===== config.mk =====
export PLATFORM = sky130hd
export DESIGN_NAME = bcd_calendar
export DESIGN_NICKNAME = d
export VERILOG_FILES = /design/src/rtl/cal_pkg.sv /design/src/rtl/cal_month_len.sv /design/src/rtl/cal_wrap_cnt.sv /design/src/rtl/bcd_calendar.sv
export SDC_FILE = /design/constraint.sdc
export NUM_CORES = 1
export LEC_CHECK = 0
export BUFFER_PORTS_ARGS = -buffer_cell sky130_fd_sc_hd__buf_4
export CELL_PAD_IN_SITES_DETAIL_PLACEMENT = 1
export CELL_PAD_IN_SITES_GLOBAL_PLACEMENT = 2
export CORE_MARGIN = 3
export CORE_UTILIZATION = 30
export CTS_CLUSTER_SIZE = 40
export DETAILED_ROUTE_END_ITERATION = 10
export GPL_TIMING_DRIVEN = 0
export HOLD_SLACK_MARGIN = 0.03
export PLACE_DENSITY = 0.81
export SYNTH_ARGS = -nofsm -noshare
export SYNTH_HDL_FRONTEND = slang
export SYNTH_HIERARCHICAL = 1
export SYNTH_SLANG_ARGS = --single-unit

===== constraint.sdc =====
create_clock -name clk -period 6.6 [get_ports clk]
set_clock_uncertainty 0.05 [all_clocks]
set_input_delay 1.65 -clock clk [delete_from_list [all_inputs] [get_ports clk]]
set_output_delay 1.65 -clock clk [all_outputs]
set_load 0.02 [all_outputs]

===== src/rtl/cal_pkg.sv =====
package cal_pkg;

  // Add one to a two-digit packed BCD value
  function automatic logic [7:0] bcd_inc(input logic [7:0] v);
    if (v[3:0] == 4'd9) bcd_inc = {v[7:4] + 4'd1, 4'd0};
    else                bcd_inc = {v[7:4], v[3:0] + 4'd1};
  endfunction

  // Leap test from the two year digits: parity of tens, value of units
  function automatic logic leap_from_digits(input logic [7:0] y);
    logic [3:0] u;
    u = y[3:0];
    if (y[4]) leap_from_digits = (u == 4'd2) || (u == 4'd6);
    else      leap_from_digits = (u == 4'd0) || (u == 4'd4) || (u == 4'd8);
  endfunction

  // Last day of a month, in BCD
  function automatic logic [7:0] month_last(input logic [7:0] m, input logic leap);
    case (m)
      8'h02:                      month_last = leap ? 8'h29 : 8'h28;
      8'h04, 8'h06, 8'h09, 8'h11: month_last = 8'h30;
      default:                    month_last = 8'h31;
    endcase
  endfunction

endpackage


===== src/rtl/cal_month_len.sv =====
module cal_month_len
  import cal_pkg::*;
(
  input  logic [7:0] mon_cnt_i,
  input  logic [7:0] year_i,
  output logic       leap_o,
  output logic [7:0] last_day_o
);

  always_comb begin
    leap_o     = leap_from_digits(year_i);
    last_day_o = month_last(mon_cnt_i, leap_o);
  end

endmodule


===== src/rtl/cal_wrap_cnt.sv =====
module cal_wrap_cnt
  import cal_pkg::*;
#(
  parameter logic [7:0] CNT_MASK = 8'h7F,
  parameter logic [7:0] RST_VAL  = 8'h00,
  parameter logic [7:0] FIRST    = 8'h00
) (
  input  logic       clk,
  input  logic       rst_n,
  input  logic       load_i,
  input  logic [7:0] load_val_i,
  input  logic       step_i,
  input  logic [7:0] last_i,
  output logic [7:0] val_o,
  output logic       wrap_o
);

  localparam logic [7:0] KEEP_MASK = ~CNT_MASK;

  logic [7:0] val_q;
  logic [7:0] cnt;
  logic       at_last;

  assign cnt     = val_q & CNT_MASK;
  assign at_last = (cnt == last_i);
  assign wrap_o  = step_i & at_last;
  assign val_o   = val_q;

  always_ff @(posedge clk) begin
    if (!rst_n)      val_q <= RST_VAL;
    else if (load_i) val_q <= load_val_i;
    else if (step_i) val_q <= (val_q & KEEP_MASK) |
                              ((at_last ? FIRST : bcd_inc(cnt)) & CNT_MASK);
  end


  flag_keep_chk: assert property (@(posedge clk) disable iff (!rst_n)
    !load_i |=> ((val_q & KEEP_MASK) == $past(val_q & KEEP_MASK)));


  digit_legal_chk: assert property (@(posedge clk) disable iff (!rst_n)
    (!load_i && cnt[3:0] <= 4'd9) |=> (cnt[3:0] <= 4'd9));


  wrap_first_chk: assert property (@(posedge clk) disable iff (!rst_n)
    (wrap_o && !load_i) |=> (cnt == FIRST));


  idle_hold_chk: assert property (@(posedge clk) disable iff (!rst_n)
    (!load_i && !step_i) |=> $stable(val_q));

endmodule


===== src/rtl/bcd_calendar.sv =====
module bcd_calendar (
  input  logic       clk,
  input  logic       rst_n,
  input  logic       tick_i,
  input  logic       halt_i,
  input  logic       load_i,
  input  logic [7:0] ld_sec_i,
  input  logic [7:0] ld_min_i,
  input  logic [7:0] ld_hour_i,
  input  logic [7:0] ld_wday_i,
  input  logic [7:0] ld_mday_i,
  input  logic [7:0] ld_mon_i,
  input  logic [7:0] ld_year_i,
  output logic [7:0] sec_o,
  output logic [7:0] min_o,
  output logic [7:0] hour_o,
  output logic [7:0] wday_o,
  output logic [7:0] mday_o,
  output logic [7:0] mon_o,
  output logic [7:0] year_o
);

  localparam logic [7:0] SEC_MASK  = 8'h7F;
  localparam logic [7:0] MIN_MASK  = 8'h7F;
  localparam logic [7:0] HOUR_MASK = 8'h3F;
  localparam logic [7:0] WDAY_MASK = 8'h07;
  localparam logic [7:0] MDAY_MASK = 8'h3F;
  localparam logic [7:0] MON_MASK  = 8'h1F;
  localparam logic [7:0] YEAR_MASK = 8'hFF;

  // Named internal events
  logic       sec_step;
  logic       sec_wrap, min_wrap, hour_wrap, wday_wrap, mday_wrap, mon_wrap, year_wrap;
  logic       leap_year;
  logic [7:0] mday_last;

  assign sec_step = tick_i & ~halt_i & ~load_i;

  cal_month_len u_len (
    .mon_cnt_i (mon_o & MON_MASK),
    .year_i    (year_o),
    .leap_o    (leap_year),
    .last_day_o(mday_last)
  );

  cal_wrap_cnt #(.CNT_MASK(SEC_MASK), .RST_VAL(8'h00), .FIRST(8'h00)) u_sec (
    .clk(clk), .rst_n(rst_n), .load_i(load_i), .load_val_i(ld_sec_i),
    .step_i(sec_step), .last_i(8'h59), .val_o(sec_o), .wrap_o(sec_wrap));

  cal_wrap_cnt #(.CNT_MASK(MIN_MASK), .RST_VAL(8'h00), .FIRST(8'h00)) u_min (
    .clk(clk), .rst_n(rst_n), .load_i(load_i), .load_val_i(ld_min_i),
    .step_i(sec_wrap), .last_i(8'h59), .val_o(min_o), .wrap_o(min_wrap));

  cal_wrap_cnt #(.CNT_MASK(HOUR_MASK), .RST_VAL(8'h00), .FIRST(8'h00)) u_hour (
    .clk(clk), .rst_n(rst_n), .load_i(load_i), .load_val_i(ld_hour_i),
    .step_i(min_wrap), .last_i(8'h23), .val_o(hour_o), .wrap_o(hour_wrap));

  cal_wrap_cnt #(.CNT_MASK(WDAY_MASK), .RST_VAL(8'h01), .FIRST(8'h01)) u_wday (
    .clk(clk), .rst_n(rst_n), .load_i(load_i), .load_val_i(ld_wday_i),
    .step_i(hour_wrap), .last_i(8'h07), .val_o(wday_o), .wrap_o(wday_wrap));

  cal_wrap_cnt #(.CNT_MASK(MDAY_MASK), .RST_VAL(8'h01), .FIRST(8'h01)) u_mday (
    .clk(clk), .rst_n(rst_n), .load_i(load_i), .load_val_i(ld_mday_i),
    .step_i(hour_wrap), .last_i(mday_last), .val_o(mday_o), .wrap_o(mday_wrap));

  cal_wrap_cnt #(.CNT_MASK(MON_MASK), .RST_VAL(8'h01), .FIRST(8'h01)) u_mon (
    .clk(clk), .rst_n(rst_n), .load_i(load_i), .load_val_i(ld_mon_i),
    .step_i(mday_wrap), .last_i(8'h12), .val_o(mon_o), .wrap_o(mon_wrap));

  cal_wrap_cnt #(.CNT_MASK(YEAR_MASK), .RST_VAL(8'h00), .FIRST(8'h00)) u_year (
    .clk(clk), .rst_n(rst_n), .load_i(load_i), .load_val_i(ld_year_i),
    .step_i(mon_wrap), .last_i(8'h99), .val_o(year_o), .wrap_o(year_wrap));


  halt_freeze_chk: assert property (@(posedge clk) disable iff (!rst_n)
    (halt_i && !load_i) |=> ($stable(sec_o) && $stable(min_o) && $stable(hour_o) &&
      $stable(wday_o) && $stable(mday_o) && $stable(mon_o) && $stable(year_o)));


  load_take_chk: assert property (@(posedge clk) disable iff (!rst_n)
    load_i |=> (sec_o == $past(ld_sec_i) && min_o == $past(ld_min_i) &&
      hour_o == $past(ld_hour_i) && wday_o == $past(ld_wday_i) &&
      mday_o == $past(ld_mday_i) && mon_o == $past(ld_mon_i) &&
      year_o == $past(ld_year_i)));


  day_pair_chk: assert property (@(posedge clk) disable iff (!rst_n)
    !load_i |=> ($changed(wday_o) == $changed(mday_o)));


  year_wrap_chk: assert property (@(posedge clk) disable iff (!rst_n)
    year_wrap |=> (year_o == 8'h00 && mon_o[4:0] == 5'h01));

endmodule


==> metrics.txt, run 1 <==
status completed; area of the mapped netlist 4111 um^2; Pins Over Slew Limit 0; largest net degree at the start of global routing 30; Data arrival, critical path 6.01 ns; most common cell after layout, fill and taps aside buf_4; Placed Cells incl. Taps 838; n_diodes 0; unrepaired setup endpoints after global routing no; WL/cell 15.14 um; initial antenna violation count 0; CP Cell Sequence buf_4, nor3b_2, nand3b_1, nor4_4, buf_4, clkinvlp_4, nor3_4, and2_2, clkbuf_1, and2_1, buf_6, nand3_1, nor3_1, buf_2, nand4b_1, nor2_1, a21oi_1, o31a_1, nor2_1; Filler Cell Count 1631; headroom to the max-slew limit 52.73%; DRC Markers 0; Root Buffer clkbuf_16; I/O Buffers 116; H-tree depth 2; Final Hold Viols 0; via/cell ratio 4.983; Max Cap Viol 0; Multi-input gate area 2982 um^2; Fin Setup TNS 0 ns; routed wire length 12.84 mm; Setup Viol. Count Final 0; Internal 633.4 uW; Gate Count Post-Synth 491; vias in the first global route 4360; CTS tree yes; Row Count 42; Clk Latency, worst-skew pair 0.30 ns; Die X 123.1 um; critical path peak fanout 28; Routed Antenna Nets 0; WP data required 6.79 ns; clock buffer depth 2; chip height 123.1 um; TritonCTS Buffers 5; initial DRC count 174; mean post-synth cell area 8.374 um^2; fin crit share 88.24%; critical path buffer and inverter count 6; Area Growth Syn to Fin 36.15%; Post-DP HPWL 9.667 mm; starting density of the core 30.80%; Register Area 1121 um^2; Worst-Margin Slew 0.7032 ns; Period minus WS final 5.824 ns; share of cells above drive strength 1 26.04%; sw frac 31.64%; GRT Resource Usage Total 16.76%; Seq pwr share 42.8%; global-route wire length before repair 20.64 mm; die footprint 15150 um^2; Final Power 926.6 uW; NumNets Final 746; sw power 293.2 uW; clk sinks 56; Critical Path Source Type primary input; vias 4226; commonest non-fill, non-tap cells in the layout buf_4 (123), conb_1 (59), dfxtp_1 (56); critical path type primary input to flop; Synth warnings 6; Fmax 171.7 MHz; Pre-antenna DRT Iters 5; leakage 0.002423 uW; pwr/cell area 165.5 nW/um^2; post-route insts no fill 848; Clock Pin Slew Worst Setup and Hold Paths 0.07 ns; Max VDD drop 0.08718 mV; CTS Hold Buffers Added 0; kind of capture point of the worst setup path flop; Gate power share 26.8%; CP max stage delay 0.47 ns; gr ovfl total 0; cell family with the largest share of critical-path delay simple AND/OR/NAND/NOR gates; routability congestion estimate 0.7880; Clock power frac 30.4%; core area 13350 um^2; slowest CP cell nor3b_2; IO Pins 117; worst min-delay path class flop to flop
registers in the layout, summed over array words and instances, names as in the netlist:
signal	count
u_sec/val_o	8
u_wday/val_o	8
u_year/val_o	8
u_hour/val_o	8
u_min/val_o	8
u_mday/val_o	8
u_mon/val_o	8
power groups by stage:
stage | clock, uW | combinational [uW] | sequential [uW]
floorplan | 0 | 126 | 423
global placement | 0 | 241 | 403
detailed placement | 0 | 248 | 405
CTS | 298 | 249 | 397
global route | 308 | 274 | 402
finish | 282 | 248 | 397
cell type report:
| type | instances | area share [%] |
|---|---|---|
| multi-input combinational | 445 | 53.26 |
| sequential | 56 | 20.03 |
| timing repair buffer | 118 | 15.82 |
| tap | 176 | 3.934 |
| buffer | 23 | 2.682 |
| clock buffer | 7 | 2.548 |
| inverter | 22 | 1.587 |
| clock inverter | 1 | 0.1341 |
through the flow:
| stage | hold WS (ns) | instance area, um^2 | setup slack, ns | util, % |
|---|---|---|---|---|
| 4_1_cts | 0.4614 | 5564 | 0.01732 | 41.69 |
| 5_1_grt | 0.4946 | 5598 | 0.2902 | 41.94 |
| 3_5_place_dp | 0.4402 | 5409 | -0.6102 | 40.52 |
| 6_report | 0.4562 | 5598 | 0.7764 | 41.94 |
| 3_3_place_gp | 0.4245 | 5409 | -0.5087 | 40.52 |
| 2_1_floorplan | 0.5316 | 4318 | 1.128 | - |
tightest hold or removal path, stage by stage (launching register included):
cell	delay (ns)
dfxtp_1	0.33
mux2i_1	0.07
nor2_1	0.07
metal layers:
| layer | global-route usage, % | wire length, um | up-vias |
|---|---|---|---|
| met1 | 20.66 | 5802 | 2041 |
| met2 | 30.24 | 6407 | 91 |
| met3 | 2.745 | 507 | 10 |
| met5 | 0 | 0 | - |
| li1 | - | - | 2084 |
| met4 | 4.360 | 119 | 0 |
timing repair:
| action | in CTS | in global routing |
|---|---|---|
| gates resized for setup | 1 | 3 |
| setup buffers | 0 | 2 |
| setup endpoints to repair | 8 | 8 |
| pin swaps | 0 | 1 |
| endpoints found under the hold margin | 0 | 0 |
path summary, 6_finish.rpt:
check | slack [ns] | from | end | depth (start not counted)
min | 0.46 | u_mday/val_o[7] | u_mday/val_o[7] | 2
max reg2reg | 2.20 | u_sec/val_o[0] | u_year/val_o[4] | 18
min reg2reg | 0.46 | u_mday/val_o[7] | u_mday/val_o[7] | 2
max | 0.78 | load_i | u_year/val_o[4] | 19
No activity file was read; power rests on OpenSTA's default activity.
==> run 2, diff against run 1 <==
Settings changed: CORE_UTILIZATION 30 to 28, SLEW_MARGIN set to 20, SYNTH_HIERARCHICAL 1 to not set.
==> run 2 against run 1 <==
Net effect: utilization decreased by 2.4 points; first-iteration DRC count decreased by 45%; sequential share of layout area increased by 4.4 points; hold slack got worse by 0.0011 ns; combinational power decreased by 8.9%; routed wire length decreased by 3.5%; via count decreased by 14%; flip-flop and latch count unchanged; synthesized cell count decreased by 15%; global-route usage increased by 1.2 points; largest cell class unchanged; highest routed layer unchanged.
==> metrics.txt, run 2 <==
Setup Viol. Count Final 0; chip height 116.1 um; top cells by count, synth dfxtp_1 (56), nor2_1 (47), a21oi_1 (26), nand2_1 (25), o21ai_0 (25); Gate Count Post-Synth 416; routed wire length 12.39 mm; IO Pins 117; starting density of the core 29.23%; Root Buffer clkbuf_16; synth top area cells dfxtp_1 (33%), ha_1 (6.3%), mux2i_1 (5.6%); Synth Flop Type dfxtp_1; clk sinks 56; syn nets 494; Clk Latency, worst-skew pair 0.30 ns; GRT Resource Usage Total 17.98%; NumNets Final 617; worst min-delay path class flop to flop; Die X 116.1 um; Placed Cells incl. Taps 675; critical path type primary input to flop; mean post-synth cell area 8.160 um^2; CTS Hold Buffers Added 0; initial antenna violation count 0; H-tree depth 2; Seq/Total Area, Yosys 33.03%; core area 11610 um^2; Max VDD drop 0.1135 mV; pwr/cell area 197.0 nW/um^2; gr ovfl total 0; routability congestion estimate 0.8652; Register Area 1121 um^2; Post-CTS Setup Inserts 0; Clock power frac 31.9%; count leader, synth dfxtp_1; Data arrival, critical path 4.11 ns; sw frac 33.14%; critical path peak fanout 8; vias in the first global route 3708; Gate power share 25.0%; Max Cap Viol 0; pre-CTS WS 2.358 ns; DRC Markers 0; post-cts resize count 0; Worst-Margin Slew 0.9628 ns; Internal 605.4 uW; leakage 0.001944 uW; n_diodes 0; WL/cell 18.14 um; Fmax 250.1 MHz; post-synth top area cell dfxtp_1; headroom to the max-slew limit 35.52%; Final Hold Viols 0; commonest non-fill, non-tap cells in the layout buf_4 (116), dfxtp_1 (56), nor2_1 (47); Filler Cell Count 1420; CTS tree yes; Seq pwr share 43.1%; vias 3627; Pins Over Slew Limit 0; Synth warnings 0; most common cell after layout, fill and taps aside buf_4; WP data required 6.71 ns; Routed Antenna Nets 0; TritonCTS Buffers 5; share of cells above drive strength 1 25.74%; largest net degree at the start of global routing 20; kind of capture point of the worst setup path flop; sw power 300.1 uW; Period minus WS final 3.998 ns; FF+latch count, synth 56; area of the mapped netlist 3395 um^2; clock buffer depth 2; Synth cell types 64; initial DRC count 96; fin crit share 60.58%; Hold Slack 0.4551 ns; post-route insts no fill 683; Area Growth Syn to Fin 35.39%; Multi-input gate area 2102 um^2; Post-DP HPWL 9.424 mm; Row Count 39; status completed; number of synthesized flops with an enable pin 0; Synth async-reset ratio 0%; Clock Pin Slew Worst Setup and Hold Paths 0.08 ns; Pre-antenna DRT Iters 4; Critical Path Source Type primary input; unrepaired setup endpoints after global routing no; global-route wire length before repair 19.33 mm; Fin Setup TNS 0 ns; via/cell ratio 5.310; die footprint 13480 um^2; share of the synthesized area in the top cell type 33.03%; I/O Buffers 116; Setup WS post-layout 2.602 ns
run 2: per-layer routing:
| layer | track usage [%] | part of all wire [%] | vias to the layer above |
|---|---|---|---|
| met5 | 0 | 0 | - |
| met4 | 3.094 | 0.98 | 0 |
| met3 | 5.078 | 7.2 | 10 |
| met2 | 31.61 | 49 | 95 |
| met1 | 22.26 | 43 | 1748 |
| li1 | - | - | 1774 |
run 2: power by group through the flow:
stage               logic (uW)  clock network (uW)  registers (uW)
CTS                        229                 294             390
finish                     226                 289             390
floorplan                  101                   0             419
detailed placement         228                   0             398
global placement           221                   0             397
global route               248                 305             395
run 2: cells by family (layout without fill, tap and decap cells):
logic type	Yosys count	after routing	share of synthesized area [%]
xor+xnor	5	5	1.290
mux	20	20	5.934
buf+inv	43	167	5.050
fa+ha+maj	17	17	6.266
simple gates	167	167	25.65
compound gates	108	108	22.78
flops	56	56	33.03
run 2: per-stage QoR:
step	cell area, um^2	utilization [%]	power, uW
2_1_floorplan	3395	-	519.7
3_3_place_gp	4444	38.27	618.1
3_5_place_dp	4444	38.27	625.8
4_1_cts	4596	39.57	912.6
5_1_grt	4596	39.57	948.6
6_report	4596	39.57	905.5
run 2: area by class of cell:
cell class	instances	area share, %
clock inverter	3	0.5717
tap	143	3.893
timing repair buffer	116	18.95
buffer	27	2.423
sequential	56	24.39
clock buffer	5	2.723
multi-input combinational	317	45.74
inverter	16	1.307
run 2: critical path, cell delays in order:
cell       delay (ns)
buf_4            0.11
nand2b_1         0.13
clkbuf_1         0.21
nor3_1           0.70
nand4_1          0.43
a2111oi_4        0.57
mux2i_1          0.24
a21oi_1          0.08
run 2: worst paths after layout:
path                                      start              end  slack [ns]  depth (start not counted)
worst max-delay path                     halt_i  u_year.val_o[4]        2.60                          8
worst min-delay path            u_hour.val_o[6]  u_hour.val_o[6]        0.46                          2
worst max register to register   u_min.val_o[1]  u_wday.val_o[1]        3.66                         10
worst min register to register  u_hour.val_o[6]  u_hour.val_o[6]        0.46                          2
==> run 3, diff against run 2 <==
Settings changed: ABC_AREA set to 1, CORE_UTILIZATION 28 to 23, PLACE_DENSITY 0.81 to 0.76.
Clock period 6.6 ns to 3.3 ns, I/O delays scaled along.
==> run 3 against run 2 <==
Net effect: first-iteration DRC count is 15% higher; critical path depth down 2; utilization shrank 6.7 points; via count increased by 0.85%; sequential power up 97%; synthesized cell count rose by 16%; non-clock buffer count is 10 lower; global-route usage fell by 2.2 points; flip-flop and latch count unchanged; power grew 110%; largest power group unchanged; highest routed layer unchanged.
==> metrics.txt, run 3 <==
H-tree depth 2; Hold Path Depth 2; syn nets 561; Max VDD drop 0.1878 mV; status completed; Clock Pin Slew Worst Setup and Hold Paths 0.08 ns; reg2reg path depth 10; worst min-delay path class flop to flop; I/O Buffers 116; Synth warnings 0; Post-DP HPWL 9.429 mm; leakage 0.002222 uW; Synth Flop Type dfxtp_1; critical path peak fanout 10; Max Cap Viol 0; IO Pins 117; vias 3658; clk sinks 56; Final Hold Viols 0; Post-CTS Setup Inserts 0; Seq/Total Area, Yosys 34.12%; via/cell ratio 4.648; starting density of the core 23.58%; die footprint 15760 um^2; number of synthesized flops with an enable pin 0; unrepaired setup endpoints after global routing no; Row Count 43; mean post-synth cell area 6.803 um^2; Worst-Margin Slew 0.7654 ns; Root Buffer clkbuf_16; routed wire length 12.08 mm; post-synth top area cell dfxtp_1; initial antenna violation count 0; fin crit share 76.67%; Pre-antenna DRT Iters 4; Fmax 395.2 MHz; clock buffer depth 2; pwr/cell area 415.2 nW/um^2; largest net degree at the start of global routing 19; share of cells above drive strength 1 24.05%; DRC Markers 0; Routed Antenna Nets 0; routability congestion estimate 0.8094; most common cell after layout, fill and taps aside buf_4; Clk Latency, worst-skew pair 0.31 ns; synth top area cells dfxtp_1 (34%), nand2_1 (11%), nor2_1 (8.5%); post-route insts no fill 787; Setup Viol. Count Final 0; Die X 125.5 um; GRT Resource Usage Total 15.79%; WL/cell 15.35 um; gr ovfl total 0; count leader, synth nand2_1; n_diodes 0; Synth cell types 38; kind of capture point of the worst setup path flop; vias in the first global route 3904; Fin Setup TNS 0 ns; Period minus WS final 2.530 ns; CTS tree yes; chip height 125.5 um; Pins Over Slew Limit 0; commonest non-fill, non-tap cells in the layout buf_4 (117), nand2_1 (92), nor2_1 (74); share of the synthesized area in the top cell type 34.12%; Critical Path Source Type primary input; critical path type primary input to flop; headroom to the max-slew limit 48.97%; top cells by count, synth nand2_1 (92), nor2_1 (74), dfxtp_1 (56), inv_1 (53), o21ai_0 (42); Synth async-reset ratio 0%; post-cts resize count 0; CTS Hold Buffers Added 0; Data arrival, critical path 2.71 ns; WP data required 3.48 ns; FF+latch count, synth 56; area of the mapped netlist 3286 um^2; TritonCTS Buffers 5; NumNets Final 684; global-route wire length before repair 20.04 mm; initial DRC count 110; Gate Count Post-Synth 483; Placed Cells incl. Taps 779; Area Growth Syn to Fin 39.26%; core area 13930 um^2
run 3: cell count changes after synthesis, moves of 6 or more:
cell | before | now
and3_1 | 6 | 0
clkbuf_1 | 19 | 11
inv_1 | 15 | 53
mux2i_1 | 19 | 0
nand2_1 | 25 | 92
nand2b_1 | 6 | 0
nand3_1 | 24 | 31
nor2_1 | 47 | 74
nor2b_1 | 8 | 0
nor3_1 | 18 | 8
o21ai_0 | 25 | 42
xor2_1 | 2 | 11
run 3: worst paths after layout:
path                            slack [ns]            start               to
worst min-delay path                  0.47  u_hour.val_o[4]  u_hour.val_o[4]
worst max register to register        1.13   u_sec.val_o[0]  u_wday.val_o[2]
worst min register to register        0.47  u_hour.val_o[4]  u_hour.val_o[4]
worst max-delay path                  0.77           load_i  u_mday.val_o[0]
run 3: cell type report:
type | count | area, um^2
Clock buffer | 5 | 125.1
Multi-Input combinational cell | 353 | 1879
Buffer | 17 | 71.32
Inverter | 57 | 214.0
Timing Repair Buffer | 116 | 870.8
Sequential cell | 56 | 1121
Fill cell | 1753 | 9359
Tap cell | 180 | 225.2
Clock inverter | 3 | 68.82
run 3: per-stage QoR:
| stage | hold WS, ns | total power (uW) | setup slack (ns) | util [%] | cell area [um^2] |
|---|---|---|---|---|---|
| floorplan | 0.5068 | 998.7 | 1.271 | - | 3286 |
| global placement | 0.4430 | 1187 | 0.3861 | 31.44 | 4382 |
| detailed placement | 0.4552 | 1199 | 0.3860 | 31.44 | 4382 |
| CTS | 0.4767 | 1937 | 0.7125 | 32.84 | 4576 |
| global route | 0.5005 | 2015 | 0.5520 | 32.84 | 4576 |
| finish | 0.4667 | 1900 | 0.7698 | 32.84 | 4576 |
run 3: kinds of logic (layout without fill, tap and decap cells):
family	Yosys count	in the layout	synth area share (%)
AND/OR/NAND/NOR	228	228	30.88
AO/OA/AOI/OAI	95	95	16.37
buffers and inverters	74	198	8.682
flip-flops	56	56	34.12
adder cells (fa/ha/maj)	17	17	6.474
XOR/XNOR	13	13	3.465
run 3: routing by layer:
layer	up-vias	GRT usage, %	wire length, um
li1	1830	-	-
met1	1731	19.81	5469
met2	87	26.65	5683
met3	10	4.656	788
met4	0	3.827	136
met5	-	0	0
run 3: power breakdown:
| part | total, uW | internal (uW) | switching [uW] |
|---|---|---|---|
| Combinational | 409 | 173 | 235 |
| Sequential | 768 | 719 | 49.6 |
| Clock | 723 | 439 | 284 |
| Total | 1900 | 1330 | 569 |
run 3: critical path, cell delays in order:
cell and delay [ns]:
buf_4 0.12, inv_1 0.23, clkbuf_1 0.63, buf_1 0.54
o21ai_0 0.18, o211ai_1 0.19
